==> config.mk <==
export PLATFORM = sky130hd
export DESIGN_NAME = etr_cond
export DESIGN_NICKNAME = d
export VERILOG_FILES = /design/src/rtl/etr_pkg.sv /design/src/rtl/etr_sync.sv /design/src/rtl/etr_psc.sv /design/src/rtl/etr_clk2.sv /design/src/rtl/etr_cond.sv
export SDC_FILE = /design/constraint.sdc
export NUM_CORES = 1
export LEC_CHECK = 0
export ABC_CLOCK_PERIOD_IN_PS = 2610
export BUFFER_PORTS_ARGS = -buffer_cell sky130_fd_sc_hd__buf_2
export CELL_PAD_IN_SITES_DETAIL_PLACEMENT = 0
export CELL_PAD_IN_SITES_GLOBAL_PLACEMENT = 1
export CORE_AREA = 2 2 39 41
export CTS_CLUSTER_DIAMETER = 40
export DETAILED_ROUTE_END_ITERATION = 6
export DIE_AREA = 0 0 41 43
export PLACE_DENSITY_LB_ADDON = 0.1
export SYNTH_ARGS = -nofsm -noshare
export SYNTH_HDL_FRONTEND = slang
export SYNTH_SLANG_ARGS = --single-unit
==> constraint.sdc <==
create_clock -name clk_i -period 2.61 [get_ports clk_i]
set_input_delay 0.261 -clock clk_i [delete_from_list [all_inputs] [get_ports clk_i]]
set_output_delay 0.261 -clock clk_i [all_outputs]
set_load 0.1 [all_outputs]
==> src/rtl/etr_pkg.sv <==
package etr_pkg;
  parameter int unsigned PSC_CODE_W = 2;
  parameter int unsigned PSC_CNT_W  = (1 << PSC_CODE_W) - 1;
  parameter int unsigned TS_W       = 3;

  typedef logic [PSC_CODE_W-1:0] psc_code_t;

  typedef struct packed {
    logic      inv;
    psc_code_t code;
  } psc_cfg_t;

  typedef enum logic [1:0] {
    SRC_INT = 2'd0,
    SRC_TI  = 2'd1,
    SRC_ETR = 2'd2
  } clk_src_e;

  // mode 2 wins over mode 1: counter clocks from the filtered trigger
  function automatic clk_src_e clk_src_pick(logic m1, logic m2);
    if (m2)      return SRC_ETR;
    else if (m1) return SRC_TI;
    else         return SRC_INT;
  endfunction
endpackage

==> src/rtl/etr_sync.sv <==
module etr_sync #(
  parameter int unsigned STAGES = 2
) (
  input  logic clk_i,
  input  logic rst_ni,
  input  logic d_i,
  output logic q_o
);
  logic [STAGES-1:0] sr_q;

  generate
    if (STAGES == 1) begin : g_one
      always_ff @(posedge clk_i or negedge rst_ni) begin
        if (!rst_ni) sr_q <= '0;
        else         sr_q <= d_i;
      end
    end else begin : g_many
      always_ff @(posedge clk_i or negedge rst_ni) begin
        if (!rst_ni) sr_q <= '0;
        else         sr_q <= {sr_q[STAGES-2:0], d_i};
      end
    end
  endgenerate

  assign q_o = sr_q[STAGES-1];
endmodule

==> src/rtl/etr_psc.sv <==
module etr_psc
  import etr_pkg::*;
(
  input  logic     clk_i,
  input  logic     rst_ni,
  input  logic     lvl_i,
  input  psc_cfg_t cfg_i,
  output logic     scaled_o
);
  logic                 pol;
  logic                 pol_q;
  logic                 cfg_chg;
  logic                 act_edge;
  psc_cfg_t             cfg_q;
  logic [PSC_CNT_W-1:0] cnt_q;
  logic                 sel;

  assign pol      = lvl_i ^ cfg_i.inv;
  assign cfg_chg  = (cfg_q != cfg_i);
  // no edge is taken in the cycle a config change is absorbed
  assign act_edge = pol & ~pol_q & ~cfg_chg;

  always_ff @(posedge clk_i or negedge rst_ni) begin
    if (!rst_ni) begin
      pol_q <= 1'b0;
      cfg_q <= '0;
      cnt_q <= '0;
    end else begin
      pol_q <= pol;
      cfg_q <= cfg_i;
      if (cfg_chg)       cnt_q <= '0;
      else if (act_edge) cnt_q <= cnt_q + 1'b1;
    end
  end

  // code k taps edge count bit k-1; code 0 passes the level
  always_comb begin
    sel = pol_q;
    for (int k = 1; k <= PSC_CNT_W; k++) begin
      if (cfg_q.code == PSC_CODE_W'(k)) sel = cnt_q[k-1];
    end
  end

  assign scaled_o = sel;
endmodule

==> src/rtl/etr_clk2.sv <==
module etr_clk2 (
  input  logic clk_i,
  input  logic rst_ni,
  input  logic filt_i,
  input  logic en_i,
  output logic pulse_o
);
  logic filt_q;
  logic pulse_q;

  always_ff @(posedge clk_i or negedge rst_ni) begin
    if (!rst_ni) begin
      filt_q  <= 1'b0;
      pulse_q <= 1'b0;
    end else begin
      filt_q  <= filt_i;
      pulse_q <= en_i & filt_i & ~filt_q;
    end
  end

  assign pulse_o = pulse_q;
endmodule

==> src/rtl/etr_cond.sv <==
module etr_cond
  import etr_pkg::*;
#(
  parameter int unsigned     SYNC_STAGES = 2,
  parameter logic [TS_W-1:0] TS_RESERVED = '1
) (
  input  logic                  clk_i,
  input  logic                  rst_ni,
  input  logic                  pin_i,
  input  logic                  invert_i,
  input  logic [PSC_CODE_W-1:0] psc_code_i,
  input  logic                  mode2_en_i,
  input  logic                  mode1_en_i,
  input  logic [TS_W-1:0]       trig_sel_i,
  input  logic                  filt_i,
  output logic                  scaled_o,
  output logic                  cnt_en_o,
  output logic                  cfg_conflict_o
);
  logic     pin_sync;
  psc_cfg_t psc_cfg;
  clk_src_e clk_src;

  assign psc_cfg.inv  = invert_i;
  assign psc_cfg.code = psc_code_i;
  assign clk_src      = clk_src_pick(mode1_en_i, mode2_en_i);

  etr_sync #(.STAGES(SYNC_STAGES)) u_sync (
    .clk_i  (clk_i),
    .rst_ni (rst_ni),
    .d_i    (pin_i),
    .q_o    (pin_sync)
  );

  etr_psc u_psc (
    .clk_i    (clk_i),
    .rst_ni   (rst_ni),
    .lvl_i    (pin_sync),
    .cfg_i    (psc_cfg),
    .scaled_o (scaled_o)
  );

  etr_clk2 u_clk2 (
    .clk_i   (clk_i),
    .rst_ni  (rst_ni),
    .filt_i  (filt_i),
    .en_i    (clk_src == SRC_ETR),
    .pulse_o (cnt_en_o)
  );

  // selector must not route the filtered trigger while it is the clock
  assign cfg_conflict_o = mode2_en_i & (trig_sel_i == TS_RESERVED);
endmodule

After elaboration in Yosys (flattened, before gate mapping)
Index checks and enable logic that the tools add are counted.
{ "classes": {"n_eq_ne": 6, "add_sub_neg": 1, "muxes": 7, "n_reduce_logical": 1, "bitwise_logic": 9} }
{ "ops": {"columns": ["cell", "count"], "rows": [
  ["== test 2 bit, second input constant", 3],
  ["2-to-1 mux 3 bit", 2],
  ["AND 1 bit", 5],
  ["2-to-1 mux 1 bit", 4],
  ["adder 3 x 1 -> 3 bit, second input constant", 1],
  ["== test 3 bit, second input constant", 1],
  ["inequality test 3 bit", 1],
  ["inverter 1 bit", 3],
  ["== test 2 x 1 -> 1 bit, second input constant", 1],
  ["2-to-1 mux 2 bit", 1],
  ["nonzero test 2 bit", 1],
  ["XOR 1 bit", 1]
]} }
{ "word_totals": {"out_inout_bits": 3, "elab_cells": 31, "reg_bits": 11, "in_bits": 12} }

Longest topological paths before layout
Gate-level depths: netlist (run 1).
{ "logic_depth": {"depth_word": 5, "depth_mapped": 4, "ltp_nobuf": 4} }

Modules after synthesis
From an unflattened synthesis (run 1), not the netlist that was laid out.
{ "hier_totals": {"hier_cells": 32, "area_unflattened_um2": 432.9} }
{ "modules_own_cells": {"columns": ["module", "seq_area_each_um2", "area_per_inst_um2", "instances", "cells_per_inst"], "rows": [
  ["etr_psc", 175.2, 311.5, 1, 25],
  ["etr_clk2", 50.0, 58.8, 1, 3],
  ["etr_sync", 50.0, 50.0, 1, 2],
  ["etr_cond", 0.0, 12.5, 1, 2]
]} }

Worst setup path before layout (run 1)
No wires, ideal clock.
{ "synth_path": {"path_kind": "register -> output", "from": "register u_psc.cfg_q[1] (netlist bit)", "to": "output scaled_o", "arrival_ns": 1.135, "n_path_buf": 0, "path_stages_with_launch": 2, "required_time_ns": 2.349, "setup_slack_ns": 1.214, "path_cell_list": "dfrtp_1 -> mux4_2"} }
{ "synth_via": {"elab_chain_len": 4, "word_cells_on_any_way": 6, "classes_between": "3 x eq/ne; 3 x mux"} }
{ "synth_lines": {"columns": ["element", "line_no", "source"], "rows": [
  ["start: declaration", "etr_psc.sv:14", "psc_cfg_t cfg_q;"],
  ["start signal: assignment", "etr_psc.sv:30", "cfg_q <= cfg_i;"],
  ["== test 2 x 1 -> 1 bit", "etr_psc.sv:40", "if (cfg_q.code == PSC_CODE_W'(k)) sel = cnt_q[k-1];"],
  ["2-to-1 mux 1 bit (2 in series)", "etr_psc.sv:40", null],
  ["2-to-1 mux 1 bit *", "etr_psc.sv:40", null],
  ["end: declaration", "etr_cond.sv:16", "output logic scaled_o,"]
]} }
Every way passes the cells marked *; elsewhere a longest branch is shown, timed or not.

Final worst setup path (run 1)
Same ends and word-level chain as after synthesis.

==> impl_metrics.tcl, run 1 <==
set metrics [dict create \
    fin_skew_ns 0.00214 \
    initial_core_util_pct 30.9 \
    slew_violations 0 \
    status "finished, final reports clean" \
    antenna_found_initial 0 \
    cts_tree "done" \
    nNetsFinal 64 \
    root_buffer "clkbuf_4" \
    hold_viol_final 0 \
    cpMaxStageDelayCell "mux4_2" \
    grt_pass1_vias 300 \
    p_sw_share_pct 24.6 \
    vias 294 \
    path_buf_inv 1 \
    synth-compound-area-share_pct 7.02 \
    dieArea_um2 1760 \
    core_um2 1380 \
    synth_top_family_by_area "simple AND/OR/NAND/NOR gates" \
    antenna_left 0 \
    synth_xor_xnor_area_share_pct 8.19 \
    stdcell_area_um2 549 \
    final_cell_count_no_fill 66 \
    place_area_um2 513 \
    min_path_cells 1 \
    cp_max_fo 2 \
    end_kind "output port" \
    slowest_delay_ns 0.50 \
    clkLatencyLatePin_ns 0.26 \
    drt_iter0_markers 2 \
    grt_start_max_net_pins 12 \
    internal_power_w 0.000253 \
    seqPwrFrac_pct 54.5 \
    routed.top_layer "met3" \
    clk_pin_slew_ns 0.06 \
    total_leakage_power_nw 0.259 \
    cp-start-kind "flop" \
    track_usage_pct 9.93 \
    gr-total-overflow 0 \
    path_depth 2 \
    wirelength_um 693 \
    ys_seq_area_share_pct 64.3 \
    drc_errors 0 \
    p_per_area_nw_per_um2 611 \
    path_delay_family "multiplexers" \
    critical_path_class "flop to output port" \
    synthMuxAreaShare_pct 5.26 \
    die_w_um 41 \
    ctsResizeCount 0 \
    fmax_ghz 0.586 \
    wl_per_cell_um 10.5 \
    clockPowerShare_pct 32.3 \
    cts_sinks 11 \
    setup_viol 0 \
    cp.required_ns 2.35 \
    slew_headroom_pct 67.9 \
    fp.dieH_um 43 \
    rsz0062_at_grt "no" \
    p_switching_w 0.0000827 \
    htree_levels 1 \
    core.rowCount 14 \
    synth_cells 32 \
    synth.distinct_cells 14 \
    reg2reg_depth 4 \
    grt_pass1_wl_mm 1.12 \
    cts_buffer_depth 2 \
    cts_setup_buffers 0 \
    ctsHoldBuffers 1 \
    ys_warn_count 0 \
    synth_fa_ha_area_share_pct 2.92 \
    peakVddDrop_uv 297 \
    final_common_cell "buf_2" \
    synth_area_per_cell_um2 13.4 \
    syn_to_final_growth_pct 28.4 \
    gp_congestion 0.606 \
    setup_slack_ns 0.904 \
    worstMarginPinSlew_ns 0.485 \
    pre_cts_ws_ns 1.17 \
    synth_nets 45 \
    timing.final.crit_share_pct 65.4 \
    drt_first_pass_iters 2 \
    syn_area_um2 428 \
    crit_chain "mux4_2 -> buf_2" \
    drive_gt1_share_pct 34.0 \
    viasPerCell 4.45 \
    tns_ns 0 \
    wl_met1_um 297 \
    synthSimpleGateAreaFrac_pct 11.4 \
    power_frac_comb_pct 13.2 \
    num_io_pins 15 \
    timing.hold.ws_ns 0.107 \
    antennaDiodeCount 0 \
    final_cell_mix "13 x buf_2, 11 x dfrtp_1, 4 x xnor2_1" \
    wl_met2_um 343 \
    cts_inserted_buffers 3 \
    crit_arrival_ns 1.44 \
    route.met3.wl_um 52 \
    ys_ff_latch 11 \
    placed_cells 61 \
    numPortBuffers 13 \
    min_period_ns 1.71 \
    hold_class "input pin to flop" \
    cap_viol_max_count 0 \
]
==> synthesized netlist by cell type <==
master	count	area, µm²
a21oi_1	3	15.0
and4_1	1	8.76
dfrtp_1	11	275
ha_1	1	12.5
inv_1	1	3.75
mux4_2	1	22.5
nand2_1	1	3.75
nand3_1	1	5.00
nand3b_1	1	7.51
nor2_1	1	3.75
o21ai_0	3	15.0
or2b_1	1	7.51
or3_1	2	12.5
xnor2_1	4	35.0
==> layer usage <==
layer / global-route usage, % / vias to the layer above
li1: - / 149
met1: 11.6 / 134
met2: 15.0 / 11
met3: 3.14 / 0
met4: 6.00 / 0
met5: 0 / -
==> area by class of cell <==
cell class,count,area [µm²]
Fill cell,144,835
Sequential cell,11,275
Multi-Input combinational cell,20,149
Timing Repair Buffer,14,75.1
Clock buffer,4,26.3
Tap cell,16,20.0
Inverter,1,3.75
==> registers in the layout (all words and copies together), names as in the netlist <==
signal          count
u_psc.cfg_q         3
u_psc.cnt_q         3
u_sync.sr_q         2
u_clk2.filt_q       1
u_clk2.pulse_o      1
u_psc.pol_q         1
==> through the flow <==
step	power [W]	util [%]
after global placement	0.000229	37.1
after detailed placement	0.000230	37.1
after global routing	0.000355	39.7
after floorplan	0.000213	-
after CTS	0.000345	39.7
final	0.000336	39.7
==> worst paths after layout <==
path / slack, ns / to / from
max: 0.90 / scaled_o / u_psc.cfg_q[1]
min: 0.11 / u_sync.sr_q[0] / pin_i
max reg2reg: 1.32 / u_psc.cnt_q[2] / u_psc.cnt_q[0]
min reg2reg: 0.36 / u_sync.sr_q[1] / u_sync.sr_q[0]
max in group asynchronous: 2.01 / u_psc.cfg_q[2] / rst_ni
min in group asynchronous: 0.40 / u_psc.cnt_q[2] / rst_ni
==> power by group through the flow <==
stage	Combinational [W]	Sequential (W)	Clock, W
floorplan	0.0000239	0.000190	0
global placement	0.0000429	0.000186	0
detailed placement	0.0000438	0.000186	0
CTS	0.0000451	0.000183	0.000116
global route	0.0000483	0.000184	0.000122
finish	0.0000443	0.000183	0.000108
==> worst reg2reg max path: cells and delay by family (launching register included) <==
| family | cells | cell delay (ns) |
|---|---|---|
| DFF | 1 | 0.39 |
| and+or+nand+nor | 2 | 0.53 |
| AOI/OAI and AO/OA | 1 | 0.15 |
| adders and majority gates | 1 | 0.15 |
==> logic make-up after synthesis <==
kind of cell	count (synthesis)
flops	11
compound gates	6
buf+inv	1
fa+ha+maj	1
mux	1
simple gates	8
xor+xnor	4
Note: power is estimated with default switching activity, not from simulation.
==> run 2, diff against run 1 <==
--- a/config.mk
+++ b/config.mk
@@ -5,7 +5,7 @@
 export SDC_FILE = /design/constraint.sdc
 export NUM_CORES = 1
 export LEC_CHECK = 0
-export ABC_CLOCK_PERIOD_IN_PS = 2610
+export ABC_CLOCK_PERIOD_IN_PS = 1600
 export BUFFER_PORTS_ARGS = -buffer_cell sky130_fd_sc_hd__buf_2
 export CELL_PAD_IN_SITES_DETAIL_PLACEMENT = 0
 export CELL_PAD_IN_SITES_GLOBAL_PLACEMENT = 1
==> constraint.sdc (replaced) <==
create_clock -name clk_i -period 1.6 [get_ports clk_i]
set_input_delay 0.16 -clock clk_i [delete_from_list [all_inputs] [get_ports clk_i]]
set_output_delay 0.16 -clock clk_i [all_outputs]
set_load 0.1 [all_outputs]
==> impl_metrics.tcl, run 2 (synthesis gave the netlist of run 1 again) <==
set metrics [dict create \
    grt.met3_usage_pct 3.14 \
    cts_setup_buffers 0 \
    fillers 138 \
    multi_input_area_um2 149 \
    fp.dieH_um 43 \
    gp_congestion 0.606 \
    initial_core_util_pct 30.9 \
    slew_violations 0 \
    status "finished, final reports clean" \
    seqPwrFrac_pct 53.9 \
    met2_usage_pct 15.3 \
    cp.required_ns 1.44 \
    antenna_found_initial 0 \
    hold_viol_final 0 \
    timing.final.crit_share_pct 95.4 \
    cp_max_fo 6 \
    pre_cts_ws_ns 0.263 \
    clockPowerShare_pct 32.3 \
    grt_pass1_wl_mm 1.18 \
    syn_to_final_growth_pct 32.2 \
    power_frac_comb_pct 13.8 \
    rsz0062_at_grt "no" \
    worstMarginPinSlew_ns 0.486 \
    critical_path_class "flop to output port" \
    setup_viol 0 \
    final_cell_mix "12 x buf_2, 11 x dfrtp_1, 4 x xnor2_1" \
    root_buffer "clkbuf_4" \
    tns_ns 0 \
    cts_tree "done" \
    num_io_pins 15 \
    dieArea_um2 1760 \
    wl_per_cell_um 10.6 \
    cts_sinks 11 \
    min_period_ns 1.53 \
    p_sw_share_pct 24.9 \
    nNetsFinal 65 \
    cap_viol_max_count 0 \
    grt_start_max_net_pins 12 \
    htree_levels 1 \
    gr-total-overflow 0 \
    largestRegisters "u_psc.cfg_q (3), u_psc.cnt_q (3), u_sync.sr_q (2)" \
    cts_inserted_buffers 3 \
    hold_class "input pin to flop" \
    p_switching_w 0.000138 \
    p_total_w 0.000554 \
    internal_power_w 0.000416 \
    grt-busiest-layer "met2" \
    track_usage_pct 10.2 \
    total_leakage_power_nw 0.264 \
    fin_skew_ns 0.00461 \
    drt_first_pass_iters 2 \
    core.rowCount 14 \
    p_per_area_nw_per_um2 980 \
    drt_iter0_markers 2 \
    antenna_left 0 \
    cp-start-kind "flop" \
    wirelength_um 711 \
    numPortBuffers 13 \
    final_common_cell "buf_2" \
    core_um2 1380 \
    clk_pin_slew_ns 0.07 \
    grt_pass1_vias 315 \
    viasPerCell 4.54 \
    hpwl_um 584 \
    die_w_um 41 \
    fmax_ghz 0.655 \
    grt_util_met1_pct 12.4 \
    vias 304 \
    drive_gt1_share_pct 33.3 \
    setup_slack_ns 0.0737 \
    cts_buffer_depth 2 \
    seq_area_um2 275 \
    slew_headroom_pct 67.8 \
    drc_errors 0 \
    end_kind "output port" \
    clkLatencyLatePin_ns 0.26 \
    antennaDiodeCount 0 \
    crit_arrival_ns 1.37 \
    peakVddDrop_uv 478 \
]
[run 2: changes by cell type in the layout (fill, tap and decap cells not counted), sizes merged]
| cell | change |
|---|---|
| dlygate4sd3 | +1 |
[run 2: final cells by class]
| type | instances | share of cell area (%) |
|---|---|---|
| Clock buffer | 4 | 4.65 |
| Inverter | 1 | 0.664 |
| Multi-Input combinational cell | 20 | 26.3 |
| Sequential cell | 11 | 48.7 |
| Tap cell | 16 | 3.54 |
| Timing Repair Buffer | 15 | 16.2 |
[run 2: timing repair]
action                                  in CTS  in global routing
gates resized for setup                      1                  1
pin swaps                                    0                  0
endpoints found under the setup margin       1                  1
hold endpoints to repair                    12                  0
hold buffers                                 2                  0
[run 2: metal layers]
layer / share of wire (%) / vias to the layer above / wire, µm
met1: 40 / 141 / 287
met2: 52 / 11 / 373
li1: - / 152 / -
met4: 0 / 0 / 0
met5: 0 / - / 0
met3: 7.2 / 0 / 51
[run 2: worst max-delay path, stage by stage, from the launching register on]
cell and delay, ns:
dfrtp_1 0.42, mux4_2 0.48, buf_6 0.20
[run 2: worst paths after layout]
check	slack (ns)	cells after the start	to	from
setup / recovery	0.07	2	scaled_o	u_psc.pol_q
hold / removal	0.02	1	u_clk2.filt_q	filt_i
setup reg to reg	0.31	4	u_psc.cnt_q[2]	u_psc.cnt_q[0]
hold reg to reg	0.36	0	u_sync.sr_q[1]	u_sync.sr_q[0]
max in group asynchronous	1.10	2	u_psc.cfg_q[2]	rst_ni
min in group asynchronous	0.29	2	u_psc.cnt_q[2]	rst_ni
[run 2: power groups by stage]
| stage | sequential [W] | clock, W | combinational (W) |
|---|---|---|---|
| after floorplan | 0.000309 | 0 | 0.0000389 |
| after global placement | 0.000303 | 0 | 0.0000701 |
| after detailed placement | 0.000304 | 0 | 0.0000717 |
| after CTS | 0.000299 | 0.000190 | 0.0000763 |
| after global routing | 0.000300 | 0.000200 | 0.0000838 |
| final | 0.000299 | 0.000179 | 0.0000764 |
[run 2: per-stage QoR]
stage	hold slack, ns	instance area (µm²)	util (%)	instances
CTS	0.00708	562	40.6	67
global route	0.00957	566	40.9	67
global placement	0.0322	513	37.1	61
finish	0.0167	566	40.9	67
detailed placement	0.0398	513	37.1	61
floorplan	-0.136	428	-	32
